[src/rtl/lutram_pkg.sv]
package lutram_pkg;

    localparam int LR_AW    = 4;
    localparam int LR_DEPTH = 1 << LR_AW;
    localparam int LR_NOUT  = 2;

    typedef enum logic [1:0] {
        ORG_SPLIT = 2'd0,
        ORG_WIDE  = 2'd1,
        ORG_DUAL  = 2'd2,
        ORG_ALT   = 2'd3
    } org_e;

    // Write request for one array
    typedef struct packed {
        logic             en;
        logic [LR_AW-1:0] addr;
        logic             data;
    } wr_req_t;

    function automatic logic org_is_wide(org_e m);
        return m == ORG_WIDE;
    endfunction

    function automatic logic org_is_dual(org_e m);
        return m == ORG_DUAL;
    endfunction

endpackage

[src/rtl/lr_cell_array.sv]
module lr_cell_array
    import lutram_pkg::*;
#(
    parameter int AW = LR_AW
) (
    input  logic          clk,
    input  logic          rst,
    input  wr_req_t       wr,
    input  logic [AW-1:0] rd_addr,
    output logic          rd_data
);
    localparam int DEPTH = 1 << AW;

    logic [DEPTH-1:0] mem;

    always_ff @(posedge clk) begin
        if (rst) begin
            mem <= '0;
        end else if (wr.en) begin
            mem[wr.addr[AW-1:0]] <= wr.data;
        end
    end

    assign rd_data = mem[rd_addr];

    AST_RESET_CLEARS: assert property (@(posedge clk) rst |=> mem == '0);

    AST_WRITE_LANDS: assert property (@(posedge clk) disable iff (rst)
        wr.en |=> mem[$past(wr.addr[AW-1:0])] == $past(wr.data));

    AST_IDLE_HOLDS: assert property (@(posedge clk) disable iff (rst)
        !wr.en |=> $stable(mem));

endmodule

[src/rtl/lr_wr_route.sv]
module lr_wr_route
    import lutram_pkg::*;
(
    input  logic             clk,
    input  logic             rst,
    input  org_e             org,
    input  logic             we,
    input  logic [LR_AW-1:0] addr_a,
    input  logic [LR_AW-1:0] addr_b,
    input  logic             din0,
    input  logic             din1,
    output wr_req_t          wr_a,
    output wr_req_t          wr_b
);
    always_comb begin
        wr_a = '{en: we, addr: addr_a, data: din0};
        wr_b = '{en: we, addr: addr_b, data: din1};
        if (org_is_wide(org)) begin
            // din1 is the top address bit
            wr_a.en   = we & ~din1;
            wr_b.en   = we & din1;
            wr_b.addr = addr_a;
            wr_b.data = din0;
        end else if (org_is_dual(org)) begin
            // shared write into both arrays
            wr_b.addr = addr_a;
            wr_b.data = din0;
        end
    end

    AST_WIDE_ONE_BANK: assert property (@(posedge clk) disable iff (rst)
        (org == ORG_WIDE) |-> !(wr_a.en && wr_b.en));

    AST_DUAL_SAME_CELL: assert property (@(posedge clk) disable iff (rst)
        (org == ORG_DUAL && we) |-> (wr_a.addr == wr_b.addr && wr_a.data == wr_b.data));

endmodule

[src/rtl/lr_rd_route.sv]
module lr_rd_route
    import lutram_pkg::*;
(
    input  org_e             org,
    input  logic [LR_AW-1:0] addr_a,
    input  logic [LR_AW-1:0] addr_b,
    input  logic             din1,
    input  logic             cell_a,
    input  logic             cell_b,
    output logic [LR_AW-1:0] rd_addr_a,
    output logic [LR_AW-1:0] rd_addr_b,
    output logic             q0,
    output logic             q1
);
    always_comb begin
        rd_addr_a = addr_a;
        rd_addr_b = addr_b;
        q0        = cell_a;
        q1        = cell_b;
        if (org_is_wide(org)) begin
            rd_addr_b = addr_a;
            q0        = din1 ? cell_b : cell_a;
            q1        = 1'b0;
        end
    end
endmodule

[src/rtl/lr_out_stage.sv]
module lr_out_stage #(
    parameter int N = 2
) (
    input  logic         clk,
    input  logic         rst,
    input  logic [N-1:0] sel,
    input  logic [N-1:0] d,
    output logic [N-1:0] q
);
    logic [N-1:0] flop;

    for (genvar i = 0; i < N; i++) begin : g_lane
        always_ff @(posedge clk) begin
            if (rst) flop[i] <= 1'b0;
            else     flop[i] <= d[i];
        end
        assign q[i] = sel[i] ? flop[i] : d[i];

        AST_REG_PATH: assert property (@(posedge clk) disable iff (rst)
            sel[i] |=> q[i] == $past(d[i]));
    end
endmodule

[src/rtl/lutram_cfg.sv]
module lutram_cfg
    import lutram_pkg::*;
#(
    parameter int AW   = LR_AW,
    parameter int NOUT = LR_NOUT
) (
    input  logic            clk,
    input  logic            rst,
    input  logic [1:0]      cfg_mode,
    input  logic [NOUT-1:0] out_reg_en,
    input  logic            we,
    input  logic [AW-1:0]   addr_a,
    input  logic [AW-1:0]   addr_b,
    input  logic            din0,
    input  logic            din1,
    output logic            dout0,
    output logic            dout1
);
    org_e             org;
    wr_req_t          wr_a, wr_b;
    logic [AW-1:0]    rd_addr_a, rd_addr_b;
    logic             cell_a, cell_b;
    logic [NOUT-1:0]  comb_q, out_q;

    assign org = org_e'(cfg_mode);

    lr_wr_route u_wr (
        .clk(clk), .rst(rst), .org(org), .we(we),
        .addr_a(addr_a), .addr_b(addr_b), .din0(din0), .din1(din1),
        .wr_a(wr_a), .wr_b(wr_b)
    );

    lr_cell_array #(.AW(AW)) u_arr_a (
        .clk(clk), .rst(rst), .wr(wr_a), .rd_addr(rd_addr_a), .rd_data(cell_a)
    );

    lr_cell_array #(.AW(AW)) u_arr_b (
        .clk(clk), .rst(rst), .wr(wr_b), .rd_addr(rd_addr_b), .rd_data(cell_b)
    );

    lr_rd_route u_rd (
        .org(org), .addr_a(addr_a), .addr_b(addr_b), .din1(din1),
        .cell_a(cell_a), .cell_b(cell_b),
        .rd_addr_a(rd_addr_a), .rd_addr_b(rd_addr_b),
        .q0(comb_q[0]), .q1(comb_q[1])
    );

    lr_out_stage #(.N(NOUT)) u_out (
        .clk(clk), .rst(rst), .sel(out_reg_en), .d(comb_q), .q(out_q)
    );

    assign dout0 = out_q[0];
    assign dout1 = out_q[1];

    AST_WIDE_DOUT1_ZERO: assert property (@(posedge clk) disable iff (rst)
        (org == ORG_WIDE && !out_reg_en[1]) |-> dout1 == 1'b0);

    AST_DUAL_MIRROR: assert property (@(posedge clk) disable iff (rst)
        (org == ORG_DUAL && addr_a == addr_b) |-> comb_q[0] == comb_q[1]);

endmodule

[config.mk]
export PLATFORM = sky130hd
export DESIGN_NAME = lutram_cfg
export DESIGN_NICKNAME = d
export VERILOG_FILES = /design/src/rtl/lutram_pkg.sv /design/src/rtl/lr_cell_array.sv /design/src/rtl/lr_wr_route.sv /design/src/rtl/lr_rd_route.sv /design/src/rtl/lr_out_stage.sv /design/src/rtl/lutram_cfg.sv
export SDC_FILE = /design/constraint.sdc
export NUM_CORES = 1
export LEC_CHECK = 0
export ABC_AREA = 1
export CAP_MARGIN = 20
export CORE_ASPECT_RATIO = 1.2
export CORE_UTILIZATION = 45
export DETAILED_ROUTE_END_ITERATION = 6
export PLACE_DENSITY = 0.65
export REMOVE_ABC_BUFFERS = 1
export SLEW_MARGIN = 20
export SYNTH_ARGS = -nofsm -noshare
export SYNTH_HDL_FRONTEND = slang
export SYNTH_SLANG_ARGS = --single-unit
[constraint.sdc]
create_clock -name clk -period 3.8 [get_ports clk]
set_input_delay 0.95 -clock clk [delete_from_list [all_inputs] [get_ports clk]]
set_output_delay 0.95 -clock clk [all_outputs]
set_load 0.005 [all_outputs]
Yosys cells after proc, flatten, opt, wreduce, memory -nomap -nowiden:

Index checks and enable logic that the tools add are counted.

* register bits after elaboration: 34
* bits of input ports: 17
* output and inout port bits: 2
* word-level logic and storage cells: 36

* magnitude comparators: 5
* eq/ne operators: 2
* muxes and demuxes: 20
* bitwise logic cells: 3
* reductions and logical operators: 2

Operator list (number)
* bitwise mux 16 bit: 2
* < comparator 4 x 5 -> 1 bit (second input constant): 3
* 2-to-1 mux 1 bit: 11
* 2-to-1 mux 5 bit: 2
* binary-select mux 1 bit (select 4 bit): 2
* demux 1 bit (select 4 bit): 2
* greater-or-equal comparator 4 x 1 -> 1 bit (second input constant): 2
* 2-to-1 mux 4 bit: 1
* bitwise AND 1 bit: 2
* equality test 2 x 1 -> 1 bit (second input constant): 1
* equality test 2 bit (second input constant): 1
* logical AND 1 bit: 2
* NOT 1 bit: 1

Depth between registers and ports, before layout:

* word-level depth: 8
* mapped depth: 12
* gate-level depth less buffers: 11

Hierarchy:

A second synthesis with hierarchy kept.

* cells, all modules: 359
* area, all modules: 2185.8 sq um

Modules (own cells, without submodules)
* lr_cell_array at u_arr_b: instances 1, cells an instance 145, area an instance 922.1 sq um, sequential area each 320.3 sq um
* lr_cell_array at u_arr_a: instances 1, cells an instance 143, area an instance 909.6 sq um, sequential area each 320.3 sq um
* lr_wr_route: instances 1, cells an instance 29, area an instance 141.4 sq um, sequential area each 0.0 sq um
* lr_rd_route: instances 1, cells an instance 28, area an instance 127.6 sq um, sequential area each 0.0 sq um
* lr_out_stage: instances 1, cells an instance 14, area an instance 85.1 sq um, sequential area each 40.0 sq um

Least setup slack after synthesis:

No wires, ideal clock.

* path type: input port to output port
* from: in cfg_mode[1]
* to: out dout1
* arrival time: 2.047 ns
* data required time: 2.850 ns
* setup slack: 0.803 ns
* stages on the path: 10
* buffers on the path: 1
* path through: inv_1 -> nand2_2 -> buf_6 -> o21ai_0 -> nand3_1 -> nand3_1 -> nand3_1 -> nand2_1 -> nand2_1 -> o21ai_1

* word-level cells in the longest chain between the ends: 6

Ends and longest elaborated chain
* start: declaration: line lutram_cfg.sv:9 `input logic [1:0] cfg_mode,`
* equality test 2 x 1 -> 1 bit *: line lutram_pkg.sv:22 `return m == ORG_WIDE;`
* 2-to-1 mux 4 bit: line lr_rd_route.sv:20 `if (org_is_wide(org)) begin`
* binary-select mux 1 bit (select 4 bit): line lr_cell_array.sv:24 `assign rd_data = mem[rd_addr];`
* 2-to-1 mux 1 bit (not written as such): line lr_cell_array.sv:24
* 2-to-1 mux 1 bit *: line lr_rd_route.sv:20
* 2-to-1 mux 1 bit *: line lr_out_stage.sv:17 `assign q[i] = sel[i] ? flop[i] : d[i];`
* end: declaration: line lutram_cfg.sv:17 `output logic dout1`

Every way passes the cells marked *; elsewhere a longest branch is shown, timed or not. The select of a mux whose other input is x is not followed.

Worst setup path after layout:

* from: in addr_a[0]
* to: out dout0

* word-level cells in the longest chain between the ends: 6
* elaborated cells on any way between the ends: 8
* those cells by class: mux (8)

Ends and longest elaborated chain
* start: declaration: line lutram_cfg.sv:12 `input logic [AW-1:0] addr_a,`
* 2-to-1 mux 4 bit: line lr_rd_route.sv:20
* binary-select mux 1 bit (select 4 bit): line lr_cell_array.sv:24
* 2-to-1 mux 1 bit (not written as such): line lr_cell_array.sv:24
* 2-to-1 mux 1 bit: line lr_rd_route.sv:22 `q0 = din1 ? cell_b : cell_a;`
* 2-to-1 mux 1 bit *: line lr_rd_route.sv:20
* 2-to-1 mux 1 bit *: line lr_out_stage.sv:17
* end: declaration: line lutram_cfg.sv:16 `output logic dout0,`

Marked as above.

==> results.txt <==
* Clk_skew: roughly 0.0045 ns
- Post-CTS Repair Setup Buffers: 0
* Area taken by multi-input logic gates: 0.001139 sq mm
* Crit-path max cell delay: ~0.43 ns
- Ordered list of cells on the worst path: dlygate4sd2_1 > inv_1 > buf_4 > nor2_2 > buf_4 > a22oi_1 > nand2_1 > nand2_1 > nand4_1 > nand3_1 > nand2_1 > clkdlybuf4s50_1
* Global-route usage over all layers: between 20% and 30%
* Max H-tree Level: 2
- At the pin with the least slew margin, the transition time is ~1.1 ns.
- The worst hold path terminates at u_arr_a.mem[8].
- Number of input and output port buffers inserted: 18
- Hold Worst Slack: ~0.47 ns
- The cell area that synthesis handed to floorplanning was around 0.002 sq mm.
- In this run the most critical hold path is launched from u_arr_a.mem[8].
- In this run, synthesis inferred 0 flip-flops with an integrated enable.
* Endpoint of the worst register-to-register path: u_out.flop[0]
- After floorplanning, the core was divided into 25 placement rows.
- Counting instances, the worst hold path has a depth of 2.
- The tree is rooted in a clkbuf_8.
* Total number of nets in the final design: between 300 and 400
- Number of global-route vias before repair: 1,910
- Area of the placeable core: slightly above 0.004 sq mm
- Initial core utilization: around half
- After synthesis, the cell types taking the most area are dfxtp_1 (35%), nand3_1 (13%), a21oi_1 (8.7%).
- Antenna violations before repair: 0
- Summed over all cells, the static leakage comes to about 1.0 nW.
- Entering global routing, the biggest net connects 35 pins.
- Sum Neg Setup Slack: 0 ns
- Clock sinks: 34
- Result of the run: finished, final reports clean
- The slowest stage of the critical path belongs to the cell clkdlybuf4s50_1.
- After synthesis, the largest area contributor takes up 34.67% of total cell area.
- R2r setup slk: between 2 and 3 ns
* Drt via density: 5.403
* CTS buffer count: 5
- After detailed routing, the average wire length per cell comes to between 10 and 15 um.
- Counting the fill cells in the layout gives just over 400.
- Count of final hold-check violations: 0
- Static timing analysis puts the maximum clock frequency at about 0.27 GHz.
* Design area: between 0.002 and 0.0025 sq mm
- Critical path type: input port to primary output
* I/O pin count: 19
* Worst setup startpoint: addr_a[0]
- TritonCTS built the clock tree.
- Across the VDD grid, the largest voltage drop is just over 0.0002 V.
* Half-perimeter wire length after detailed placement: around 4.0 mm
- Buf+Inv Stages, Crit Path: 5
* Synth area leader: dfxtp_1
- Kind of end point of the critical path: primary output
* Depth of the most critical reg-to-reg path: 6
* Worst Path Max Fanout: 4
- Broken down by cell family, the worst path's largest delay share belongs to buffers and inverters.
- The top cell types in the final layout, fill and taps aside, are nand3_1 (46), nand2_1 (38), a21oi_1 (34), dfxtp_1 (34), inv_1 (32).
- After synthesis, the share of flip-flops with an asynchronous set or reset is 0%.
* Critical path launch point type: input port
- The sequential cells in the finished layout cover a total of 680.7 sq um.
- Netlist cell types: 23
- Source-to-sink clock delay at the later pin of the worst-skew pair: roughly 0.28 ns
- Drc violations: 0
* Top FF cell, synth: dfxtp_1
- Clock slew at reported path FFs: around 0.070 ns
- DP Cell Count: ~370
* Max Buffers Root-to-Sink: 2
- Setup repair after global routing left no endpoint under its margin.
- Max Transition Viols Final: 0
- Most common cell after layout, fill and taps aside: nand3_1
- The floorplan step defined a die boundary enclosing 0.004632 sq mm.
* DRC violation total after the first TritonRoute iteration: 170
- Pwr/cell area: 332.7 mW/mm^2
- Total vias in the final route: 2,064
- Type of the tightest min-delay check: flip-flop to flip-flop
- Routed wire length: about 5.3 mm
* First-pass GRT wire length: between 8 and 9 mm
- Syn avg cell area: approximately 6.7 sq um
- Summing all placed instances gives a cell area of 0.002308 sq mm.
- Post-CTS Hold Fix Bufs: 0
- Data on the critical path is required at its endpoint by about 2.9 ns.
- The die is slightly above 60 um wide.
- Crit-path most repeated cell: nand2_1
* Synthesized instance count: 291
* Max-Cap Viols: 0
- The Yosys step of the flow raised 0 warnings.
* Synth Register Bits: 34
- Total inserted antenna cells: 0
- The design draws 815.1 uW.
- Leaving out filler cells and counting taps, the final layout contains about 380.
- Arrival @ worst endpoint: roughly 2.7 ns
- Number of failing setup endpoints in the final timing report: 0
* Area Growth Syn to Fin: 24.79%
* Height of the die: ~74 um
- Share of the clock period used by the worst path after layout: roughly 97%
* Sequential cell area fraction in the yosys report: approximately a third
* Fraction of layout instances using a drive strength above 1: roughly 17%
* Number of nets with antenna violations after detailed routing: 0
* Post-route minimum period: approximately 3.7 ns
* Worst slew margin relative to its limit: between 20% and 30%
- Critical register-to-register path startpoint: u_arr_a.mem[7]
* Routability congestion estimate: just over 0.9
- After global routing the overflow that remains totals 0.
- DR pass1 iterations: 4
## per-layer routing
layer	wire [um]	up-vias	global-route usage, %
met5	0	-	0
met4	174	0	14.21
met3	165	15	4.908
met2	2774	48	44.93
met1	2188	930	25.68
li1	-	1071	-
## registers in the layout (all words and copies together), names as in the netlist
signal       cells
u_arr_b.mem     16
u_arr_a.mem     16
u_out.flop       2
## cell type report
type,count,area share (%)
clock inverter,1,0.2043
tap,54,2.758
sequential,34,27.78
inverter,40,6.129
timing repair buffer,37,13.13
clock buffer,7,3.524
multi-input combinational,209,46.48
## logic make-up (layout without fill, tap and decap cells)
kind of cell,count (synthesis),in the layout,synth area share [%]
compound gates,84,84,23.33
xor+xnor,1,1,1.402
buf+inv,48,85,9.942
flops,34,34,34.67
simple gates,124,124,30.66
## worst max path at each step
stage          cells past startpoint  endpoint
6_report                          12     dout0
3_5_place_dp                      12     dout1
5_1_grt                           12     dout0
4_1_cts                           12     dout0
2_1_floorplan                      9     dout1
3_3_place_gp                      12     dout1
## synth_stat cells (2+ instances only)
cell	number
nand3_1	51
nand2_1	40
inv_1	35
a21oi_1	34
dfxtp_1	34
o21ai_0	30
nor2_1	11
o21ai_1	8
nand3b_1	7
nand4_1	7
a22oi_1	6
o21ai_2	5
clkbuf_1	4
inv_2	4
nand2_2	3
nor2_2	3
buf_1	2
buf_6	2
## per-stage QoR
| step | util, % | worst slack, ns |
|---|---|---|
| final | 60.25 | 0.1325 |
| after global placement | 56.77 | -0.1622 |
| after CTS | 59.88 | 0.06402 |
| after global routing | 60.25 | 0.001669 |
| after floorplan | - | 0.8507 |
| after detailed placement | 56.77 | -0.2183 |
## report_power, final
| group | internal, mW | total [mW] | switching, mW |
|---|---|---|---|
| sequential | 0.362 | 0.365 | 0.00300 |
| combinational | 0.0614 | 0.174 | 0.113 |
| clock | 0.146 | 0.276 | 0.129 |
## worst reg2reg max path, stage by stage (launching register included)
cell and delay [ns]:
dfxtp_1 0.31, a22oi_1 0.19, nand2_1 0.07, a21oi_1 0.13
nand4_1 0.16, nand2_1 0.10, nor2_1 0.04
## repair_timing
action	in CTS	in global routing
pin swaps	3	0
endpoints found under the setup margin	2	1
endpoints found under the hold margin	0	0
gates resized for setup	19	6
(Power assumes the default switching activity.)
